===== config.mk =====
export PLATFORM = sky130hd
export DESIGN_NAME = dchain_frame_ctrl
export DESIGN_NICKNAME = d
export VERILOG_FILES = /design/src/rtl/dchain_pkg.sv /design/src/rtl/dchain_tick.sv /design/src/rtl/dchain_gap.sv /design/src/rtl/dchain_shift.sv /design/src/rtl/dchain_frame_ctrl.sv
export SDC_FILE = /design/constraint.sdc
export NUM_CORES = 1
export LEC_CHECK = 0
export ABC_AREA = 1
export BUFFER_PORTS_ARGS = -buffer_cell sky130_fd_sc_hd__buf_2
export CAP_MARGIN = 20
export CORE_MARGIN = 3
export CORE_UTILIZATION = 50
export CTS_BUF_LIST = sky130_fd_sc_hd__clkbuf_4
export CTS_CLUSTER_SIZE = 28
export DETAILED_ROUTE_END_ITERATION = 10
export GPL_ROUTABILITY_DRIVEN = 0
export PLACE_DENSITY = 0.69
export SETUP_SLACK_MARGIN = 0.05
export SLEW_MARGIN = 0
export SYNTH_ARGS = -nofsm -noshare
export SYNTH_HDL_FRONTEND = slang
export SYNTH_SLANG_ARGS = --single-unit

===== constraint.sdc =====
create_clock -name clk -period 2.3 [get_ports clk]
set_clock_uncertainty 0.15 [all_clocks]
set_input_delay 0.345 -clock clk [delete_from_list [all_inputs] [get_ports clk]]
set_output_delay 0.345 -clock clk [all_outputs]
set_load 0.02 [all_outputs]

===== src/rtl/dchain_pkg.sv =====
package dchain_pkg;
  typedef enum logic [1:0] {ST_IDLE, ST_LOW, ST_HIGH, ST_END} fr_state_t;

  // Total serial bits in one frame.
  function automatic int frame_bits(input int n_dev, input int word_w);
    return n_dev * word_w;
  endfunction

  // System-clock cycles with chip-select low: FB clock periods plus a closing half period.
  function automatic int frame_cycles(input int n_dev, input int word_w, input int div);
    return (2 * n_dev * word_w + 1) * div;
  endfunction
endpackage


===== src/rtl/dchain_tick.sv =====
module dchain_tick #(
  parameter int DIV = 2
) (
  input  logic clk,
  input  logic rst_n,
  input  logic en,
  output logic tick
);
  localparam int CW = (DIV > 1) ? $clog2(DIV) : 1;
  localparam logic [CW-1:0] LAST = CW'(DIV - 1);

  logic [CW-1:0] cnt_q;

  assign tick = en && (cnt_q == LAST);

  always_ff @(posedge clk) begin
    if (!rst_n || !en) cnt_q <= '0;
    else if (cnt_q == LAST) cnt_q <= '0;
    else cnt_q <= cnt_q + 1'b1;
  end
endmodule


===== src/rtl/dchain_gap.sv =====
module dchain_gap #(
  parameter int GAP_MIN = 4
) (
  input  logic clk,
  input  logic rst_n,
  input  logic restart,
  output logic ready
);
  localparam int GW = $clog2(GAP_MIN + 1);
  localparam logic [GW-1:0] GAP_V = GW'(GAP_MIN);

  logic [GW-1:0] cnt_q;

  assign ready = (cnt_q >= GAP_V);

  always_ff @(posedge clk) begin
    if (!rst_n) cnt_q <= GAP_V;
    else if (restart) cnt_q <= GW'(1);
    else if (cnt_q < GAP_V) cnt_q <= cnt_q + 1'b1;
  end
endmodule


===== src/rtl/dchain_shift.sv =====
module dchain_shift #(
  parameter int W = 96
) (
  input  logic         clk,
  input  logic         rst_n,
  input  logic         load,
  input  logic [W-1:0] load_val,
  input  logic         tx_shift,
  input  logic         rx_shift,
  input  logic         rx_bit,
  output logic         tx_msb,
  output logic [W-1:0] rx_word
);
  logic [W-1:0] tx_q;
  logic [W-1:0] rx_q;

  assign tx_msb  = tx_q[W-1];
  assign rx_word = rx_q;

  always_ff @(posedge clk) begin
    if (!rst_n) tx_q <= '0;
    else if (load) tx_q <= load_val;
    else if (tx_shift) tx_q <= {tx_q[W-2:0], 1'b0};
  end

  always_ff @(posedge clk) begin
    if (!rst_n) rx_q <= '0;
    else if (rx_shift) rx_q <= {rx_q[W-2:0], rx_bit};
  end
endmodule


===== src/rtl/dchain_frame_ctrl.sv =====
module dchain_frame_ctrl #(
  parameter int N_DEV   = 3,
  parameter int WORD_W  = 32,
  parameter int DIV     = 2,
  parameter int GAP_MIN = 4
) (
  input  logic                      clk,
  input  logic                      rst_n,
  input  logic                      start,
  input  logic [N_DEV*WORD_W-1:0]   cmd_in,
  output logic                      busy,
  output logic                      done,
  output logic [N_DEV*WORD_W-1:0]   rsp_out,
  output logic                      cs_n,
  output logic                      sclk,
  output logic                      mosi,
  input  logic                      miso
);
  import dchain_pkg::*;

  localparam int FB    = frame_bits(N_DEV, WORD_W);
  localparam int CNT_W = $clog2(FB + 1);
  localparam logic [CNT_W-1:0] LAST_BIT = CNT_W'(FB);

  fr_state_t        state_q;
  logic [CNT_W-1:0] bit_cnt_q;
  logic             cs_q, sclk_q, done_q;
  logic [FB-1:0]    rsp_q;

  // Named internal events, also observed by the checker.
  logic tick, gap_ok, last_bit;
  logic accept_evt, capture_evt, launch_evt, frame_end_evt;
  logic tx_msb;
  logic [FB-1:0] rx_word;

  assign last_bit      = (bit_cnt_q == LAST_BIT);
  assign accept_evt    = start && (state_q == ST_IDLE) && gap_ok;
  assign capture_evt   = (state_q == ST_LOW) && tick;
  assign launch_evt    = (state_q == ST_HIGH) && tick && !last_bit;
  assign frame_end_evt = (state_q == ST_END) && tick;

  dchain_tick #(.DIV(DIV)) u_tick (
    .clk  (clk),
    .rst_n(rst_n),
    .en   (state_q != ST_IDLE),
    .tick (tick)
  );

  dchain_gap #(.GAP_MIN(GAP_MIN)) u_gap (
    .clk    (clk),
    .rst_n  (rst_n),
    .restart(frame_end_evt),
    .ready  (gap_ok)
  );

  dchain_shift #(.W(FB)) u_shift (
    .clk     (clk),
    .rst_n   (rst_n),
    .load    (accept_evt),
    .load_val(cmd_in),
    .tx_shift(launch_evt),
    .rx_shift(capture_evt),
    .rx_bit  (miso),
    .tx_msb  (tx_msb),
    .rx_word (rx_word)
  );

  always_ff @(posedge clk) begin
    if (!rst_n) begin
      state_q   <= ST_IDLE;
      bit_cnt_q <= '0;
      cs_q      <= 1'b1;
      sclk_q    <= 1'b0;
      done_q    <= 1'b0;
      rsp_q     <= '0;
    end else begin
      done_q <= 1'b0;
      unique case (state_q)
        ST_IDLE: if (accept_evt) begin
          state_q   <= ST_LOW;
          cs_q      <= 1'b0;
          bit_cnt_q <= '0;
        end
        ST_LOW: if (tick) begin
          state_q   <= ST_HIGH;
          sclk_q    <= 1'b1;
          bit_cnt_q <= bit_cnt_q + 1'b1;
        end
        ST_HIGH: if (tick) begin
          sclk_q  <= 1'b0;
          state_q <= last_bit ? ST_END : ST_LOW;
        end
        ST_END: if (tick) begin
          state_q <= ST_IDLE;
          cs_q    <= 1'b1;
          done_q  <= 1'b1;
          rsp_q   <= rx_word;
        end
        default: state_q <= ST_IDLE;
      endcase
    end
  end

  assign busy    = (state_q != ST_IDLE);
  assign done    = done_q;
  assign rsp_out = rsp_q;
  assign cs_n    = cs_q;
  assign sclk    = sclk_q;
  assign mosi    = tx_msb;
endmodule


# --- After elaboration in Yosys (flattened, before gate mapping) ---
# Cells that the tools add are included.
word_totals:
  input_bits: 100
  register_bits: 304
classes:
  magnitude_cmp: 2
  n_eq_ne: 8
  n_addsub: 3
  reduce_logical: 26
  bitwise_logic: 1
  n_mux: 19
op_table:
  columns: ["op", "n"]
  rows:
  - ["$mux W96", 2]
  - ["$mux W7", 2]
  - ["$pmux W7 S2", 1]
  - ["$reduce_bool A2 Y1", 6]
  - ["$mux W2", 5]
  - ["$reduce_and A3 Y1", 3]
  - ["$ne A2 B2 Y1 const B", 4]
  - ["$pmux W2 S4", 1]
  - ["$add A7 B1 Y7 const B", 1]
  - ["$eq A7 B7 Y1 const B", 1]
  - ["$logic_and A1 B1 Y1", 7]
  - ["$mux W3", 2]
  - ["$eq A2 B2 Y1 const B", 2]
  - ["$mux W1", 4]
  - ["$pmux W1 S2", 2]
  - ["$reduce_and A2 Y1", 2]
  - ["$reduce_and A4 Y1", 1]
  - ["$reduce_or A2 Y1", 2]
  - ["$add A3 B1 Y3 const B", 1]
  - ["$ge A3 B3 Y1 const B", 1]
  - ["$logic_not A1 Y1", 3]
  - ["$lt A3 B3 Y1 const B", 1]
  - ["$eq A2 B1 Y1 const B", 1]
  - ["$logic_not A2 Y1", 1]
  - ["3 further kinds", 3]

# --- Logic depth before layout (Yosys ltp) ---
logic_depth:
  ltp_word: 6
  mapped_depth: 12

# --- Hierarchy ---
# Synthesis repeated with hierarchy kept, for this count alone.
hier_totals:
  hier_cells: 1676
  area_unflattened_um2: 11997.8
modules_own_cells:
  columns: ["mod", "area_each_um2", "cells_each", "n_inst"]
  rows:
  - ["dchain_shift", 7933.9, 1142, 1]
  - ["dchain_frame_ctrl", 3877.5, 508, 1]
  - ["dchain_gap", 148.9, 21, 1]
  - ["dchain_tick", 37.5, 5, 1]

# --- Worst setup path after synthesis ---
# No wires, ideal clock.
synth_timing:
  kind: "register -> register"
  start: "reg bit_cnt_q[0]"
  end: "reg u_shift.tx_q[66]"
  path_slack_ps: 683
  setup_time_ps: 113
  stages_incl_launch_ff: 13
  period_less_slack_ps: 1617
  required_ps: 2037
  arrival_ps: 1354
  path_cell_list: "dfxtp_1 inv_1 ha_1 inv_1 nor2_1 nand3_1 nand2_2 nand2_4 buf_4 buf_2 nand2_1 nand2_1 nor2_1"
synth_between:
  elab_chain_cells: 4
synth_rtl:
  columns: ["item", "line", "text"]
  rows:
  - ["start: declaration", "dchain_frame_ctrl.sv:26", "logic [CNT_W-1:0] bit_cnt_q;"]
  - ["start signal: assignment", "dchain_frame_ctrl.sv:87", "bit_cnt_q <= bit_cnt_q + 1'b1;"]
  - ["$eq A7 B7 Y1", "dchain_frame_ctrl.sv:36", "assign last_bit = (bit_cnt_q == LAST_BIT);"]
  - ["$logic_not A1 Y1", "dchain_frame_ctrl.sv:39", "assign launch_evt = (state_q == ST_HIGH) && tick && !last_bit;"]
  - ["$logic_and A1 B1 Y1", "dchain_frame_ctrl.sv:39", null]
  - ["$reduce_bool A2 Y1 (no source line)", null, null]
  - ["end signal: assignment", "dchain_shift.sv:22", "else if (load) tx_q <= load_val;"]
  - ["end signal: assignment", "dchain_shift.sv:23", "else if (tx_shift) tx_q <= {tx_q[W-2:0], 1'b0};"]
  - ["end: declaration", "dchain_shift.sv:14", "logic [W-1:0] tx_q;"]
# No other way between the ends.
# A chain may end at the register's enable or synchronous reset.

# --- Worst setup path after layout ---
layout_timing:
  start: "reg state_q[1]"
  end: "out busy"
layout_between:
  elab_chain_cells: 1
layout_rtl:
  columns: ["item", "line", "text"]
  rows:
  - ["start: declaration", "dchain_frame_ctrl.sv:25", "fr_state_t state_q;"]
  - ["start signal: assignment", "dchain_frame_ctrl.sv:91", "state_q <= last_bit ? ST_END : ST_LOW;"]
  - ["$reduce_bool A2 Y1", "dchain_frame_ctrl.sv:104", "assign busy = (state_q != ST_IDLE);"]
  - ["end: declaration", "dchain_frame_ctrl.sv:11", "output logic busy,"]
# No other way between the ends.

==> impl_metrics.xml <==
<?xml version="1.0" encoding="UTF-8"?>
<metrics>
  <group name="cells_and_area">
    <metric name="drive_above_1_share" unit="%">17.04</metric>
    <metric name="nets_final" unit="">2143</metric>
    <metric name="highest_count_cells_in_the_layout_ignoring_fill_and_taps" unit="">sky130_fd_sc_hd__nand2_1, sky130_fd_sc_hd__dfxtp_1, sky130_fd_sc_hd__inv_1</metric>
    <metric name="post_layout_nonfiller_instances" unit="">2428</metric>
    <metric name="filler_cell_count" unit="">2090</metric>
    <metric name="area_growth_syn_to_layout" unit="%">26.06</metric>
    <metric name="layout_commonest_cell" unit="">sky130_fd_sc_hd__nand2_1</metric>
  </group>
  <group name="global_route">
    <metric name="global_route.overflow_total" unit="">0</metric>
    <metric name="antenna_violations_before_repair" unit="">1</metric>
    <metric name="global_route_wire_length_before_repair" unit="um">48140</metric>
    <metric name="first_global_vias" unit="">10410</metric>
    <metric name="pin_count_of_the_biggest_net_entering_global_routing" unit="">134</metric>
    <metric name="grtUsageTotal" unit="%">21.40</metric>
  </group>
  <group name="timing">
    <metric name="hold_viol_final" unit="">0</metric>
    <metric name="final.setup.tns" unit="ns">0</metric>
    <metric name="max_slew_margin" unit="%">57.34</metric>
    <metric name="timing.final.crit_share" unit="%">89.56</metric>
    <metric name="grt_setup_unrepaired" unit="">false</metric>
    <metric name="setup_viol" unit="">0</metric>
    <metric name="post-route-min-period" unit="ns">2.060</metric>
    <metric name="maxClockFrequency" unit="GHz">0.4854</metric>
    <metric name="timing_worst_slew_pin_value" unit="ns">0.6399</metric>
    <metric name="final_max_slew_viol_count" unit="">0</metric>
  </group>
  <group name="logic_synthesis">
    <metric name="synth_cell_types" unit="">26</metric>
    <metric name="async_reset_ff_share" unit="%">0</metric>
    <metric name="ys.warnings.count" unit="">0</metric>
    <metric name="synthCells" unit="">1759</metric>
    <metric name="ys_seq_area_share" unit="%">49.74</metric>
    <metric name="dominantRegCellSynth" unit="">sky130_fd_sc_hd__dfxtp_1</metric>
    <metric name="netlist_area" unit="um2">12240</metric>
    <metric name="synthTopCellsByArea" unit="">sky130_fd_sc_hd__dfxtp_1, sky130_fd_sc_hd__nand2_1, sky130_fd_sc_hd__o21ai_0</metric>
    <metric name="number_of_enable_flip_flop_cells_after_synthesis" unit="">0</metric>
    <metric name="yosysTopAreaCell" unit="">sky130_fd_sc_hd__dfxtp_1</metric>
    <metric name="synth_seq_cells" unit="">304</metric>
    <metric name="synth.top_cell.area_share" unit="%">49.74</metric>
    <metric name="synthesis.area_per_instance" unit="um2">6.956</metric>
    <metric name="postSynthNetCount" unit="">1862</metric>
  </group>
  <group name="min_path">
    <metric name="hold_start" unit="">start</metric>
    <metric name="hold_class" unit="">input port to flip-flop</metric>
  </group>
  <group name="critical_path">
    <metric name="path_max_fanout" unit="">5</metric>
    <metric name="timing.rr.start" unit="">state_q[1]</metric>
    <metric name="type_of_element_capturing_the_critical_path" unit="">primary output</metric>
    <metric name="critical_path_required" unit="ns">1.80</metric>
    <metric name="timing.reg2reg.setup_slack" unit="ns">0.29</metric>
    <metric name="critPathKind" unit="">flip-flop to primary output</metric>
    <metric name="worst_setup_path_start_kind" unit="">flip-flop</metric>
    <metric name="cp.arrival" unit="ns">1.56</metric>
    <metric name="crit_path_start" unit="">state_q[1]</metric>
  </group>
  <group name="pwr">
    <metric name="clockPowerShare" unit="%">35.9</metric>
    <metric name="worst_ir_drop_vdd" unit="mV">0.5364</metric>
    <metric name="p_comb_share" unit="%">19.6</metric>
    <metric name="seqPwrFrac" unit="%">44.5</metric>
    <metric name="switching_share_of_power" unit="%">30.19</metric>
    <metric name="p_leak" unit="nW">7.220</metric>
    <metric name="power_density" unit="nW/um2">879.4</metric>
    <metric name="power.switching" unit="W">0.004095</metric>
    <metric name="intPower" unit="W">0.009468</metric>
  </group>
  <group name="route">
    <metric name="wl_per_cell" unit="um">11.94</metric>
    <metric name="via_count" unit="">11340</metric>
    <metric name="via_per_inst" unit="">4.672</metric>
    <metric name="drtPass1Iterations" unit="">5</metric>
    <metric name="initialDrtViolationCount" unit="">958</metric>
    <metric name="wirelength" unit="um">29000</metric>
    <metric name="remaining_design_rule_violation_count" unit="">0</metric>
    <metric name="drtAntennaViolNets" unit="">0</metric>
  </group>
  <group name="clock_tree">
    <metric name="clk_pin_slew" unit="ns">0.07</metric>
    <metric name="clkSinkCount" unit="">304</metric>
    <metric name="cts.root.buffer_cell" unit="">sky130_fd_sc_hd__clkbuf_4</metric>
    <metric name="clk_latency" unit="ns">0.65</metric>
    <metric name="cts_buffers" unit="">80</metric>
    <metric name="ctsHtreeMaxLevel" unit="">3</metric>
    <metric name="clock_path_buffers" unit="">3</metric>
    <metric name="tritoncts" unit="">yes</metric>
  </group>
  <group name="run">
    <metric name="max_cap_viol_count" unit="">0</metric>
  </group>
  <group name="floorplanning">
    <metric name="placement_rows" unit="">56</metric>
    <metric name="die_height" unit="um">162.4</metric>
    <metric name="fp.dieW" unit="um">162.4</metric>
    <metric name="boundaryPins" unit="">201</metric>
    <metric name="effective_utilization_at_floorplan" unit="%">51.51</metric>
    <metric name="core_area" unit="um2">23750</metric>
    <metric name="die_area" unit="um2">26380</metric>
  </group>
  <group name="placed_design">
    <metric name="port_buffer_count" unit="">200</metric>
    <metric name="placed_cells_incl_taps" unit="">2178</metric>
    <metric name="dp_hpwl" unit="um">16120</metric>
  </group>
  <group name="run_status">
    <metric name="outcome" unit="">complete, no violations</metric>
  </group>
</metrics>
==> layout make-up <==
cell class	instances	area, um2	area share (%)
Multi-Input combinational cell	1129	4840	31.38
Antenna cell	2	5.005	0.03245
Timing Repair Buffer	314	2207	14.31
Clock buffer	124	930.9	6.036
Inverter	211	792.0	5.135
Clock inverter	25	162.7	1.055
Sequential cell	304	6087	39.47
Tap cell	319	399.1	2.588
==> sequential cells by signal, summed over array words and instances (netlist names) <==
signal           flops
sclk                 1
cs_n                 1
bit_cnt_q            7
done                 1
u_gap.cnt_q          3
u_tick.cnt_q         1
u_shift.rx_word     96
u_shift.tx_q        96
rsp_out             96
state_q              2
==> cells by family after synthesis <==
| family | after synthesis | synth area share, % |
|---|---|---|
| AND/OR/NAND/NOR | 819 | 26.58 |
| flip-flops | 304 | 49.74 |
| buffers and inverters | 326 | 10.81 |
| adder cells (fa/ha/maj) | 3 | 0.3068 |
| AO/OA/AOI/OAI | 307 | 12.57 |
==> final timing paths <==
kind,to,cells past startpoint
max,busy,3
min,state_q[0],5
max reg2reg,u_shift.tx_q[0],6
min reg2reg,rsp_out[80],2
==> power by group through the flow <==
stage               combinational, W  sequential [W]  clock, W
floorplan                    0.00206         0.00609         0
global placement             0.00247         0.00613         0
detailed placement           0.00251         0.00614         0
CTS                          0.00266         0.00603   0.00505
global route                 0.00311         0.00609   0.00534
finish                       0.00266         0.00603   0.00487
==> per-stage QoR <==
step	setup slack, ns	power [W]	cell area (um2)	util (%)	hold slack [ns]
6_report	0.2400	0.01356	15420	64.93	0.1671
5_1_grt	0.09142	0.01454	15420	64.93	0.1600
4_1_cts	0.1074	0.01374	15420	64.91	0.1116
3_3_place_gp	0.4110	0.008597	13330	56.13	0.2796
2_1_floorplan	0.6834	0.008146	12240	-	0.2745
3_5_place_dp	0.3890	0.008657	13330	56.13	0.2897
==> cells in the mapped netlist (2+ instances only) <==
master and instances:
sky130_fd_sc_hd__nand2_1 498, sky130_fd_sc_hd__dfxtp_1 304, sky130_fd_sc_hd__inv_1 208, sky130_fd_sc_hd__nor2_1 206
sky130_fd_sc_hd__o21ai_0 184, sky130_fd_sc_hd__a21oi_1 105, sky130_fd_sc_hd__nand3_1 103, sky130_fd_sc_hd__buf_2 55
sky130_fd_sc_hd__clkbuf_1 39, sky130_fd_sc_hd__o21ai_1 17, sky130_fd_sc_hd__buf_1 14, sky130_fd_sc_hd__buf_4 5
sky130_fd_sc_hd__ha_1 3, sky130_fd_sc_hd__inv_2 3, sky130_fd_sc_hd__nand2_2 2, sky130_fd_sc_hd__nand2_4 2
sky130_fd_sc_hd__nand4_1 2
==> per-layer routing <==
layer	up-vias	share of wire, %	GRT usage (%)
met3	47	6.1	5.366
met2	251	45	34.15
met4	0	2.0	7.716
li1	6048	-	-
met1	4998	47	28.24
met5	-	0	0
==> worst max-delay path, cell delays in order (launching register included) <==
cell                      delay, ns
sky130_fd_sc_hd__dfxtp_1       0.43
sky130_fd_sc_hd__inv_1         0.16
sky130_fd_sc_hd__nand2_1       0.14
sky130_fd_sc_hd__buf_2         0.20
==> timing repair <==
| action | 4_1_cts | 5_1_grt |
|---|---|---|
| setup endpoints to repair | 0 | 1 |
| hold buffers | 99 | 0 |
| endpoints found under the hold margin | 98 | 0 |
| resized for setup | 0 | 1 |
| buffers inserted | 0 | 0 |
(Power assumes the default switching activity.)
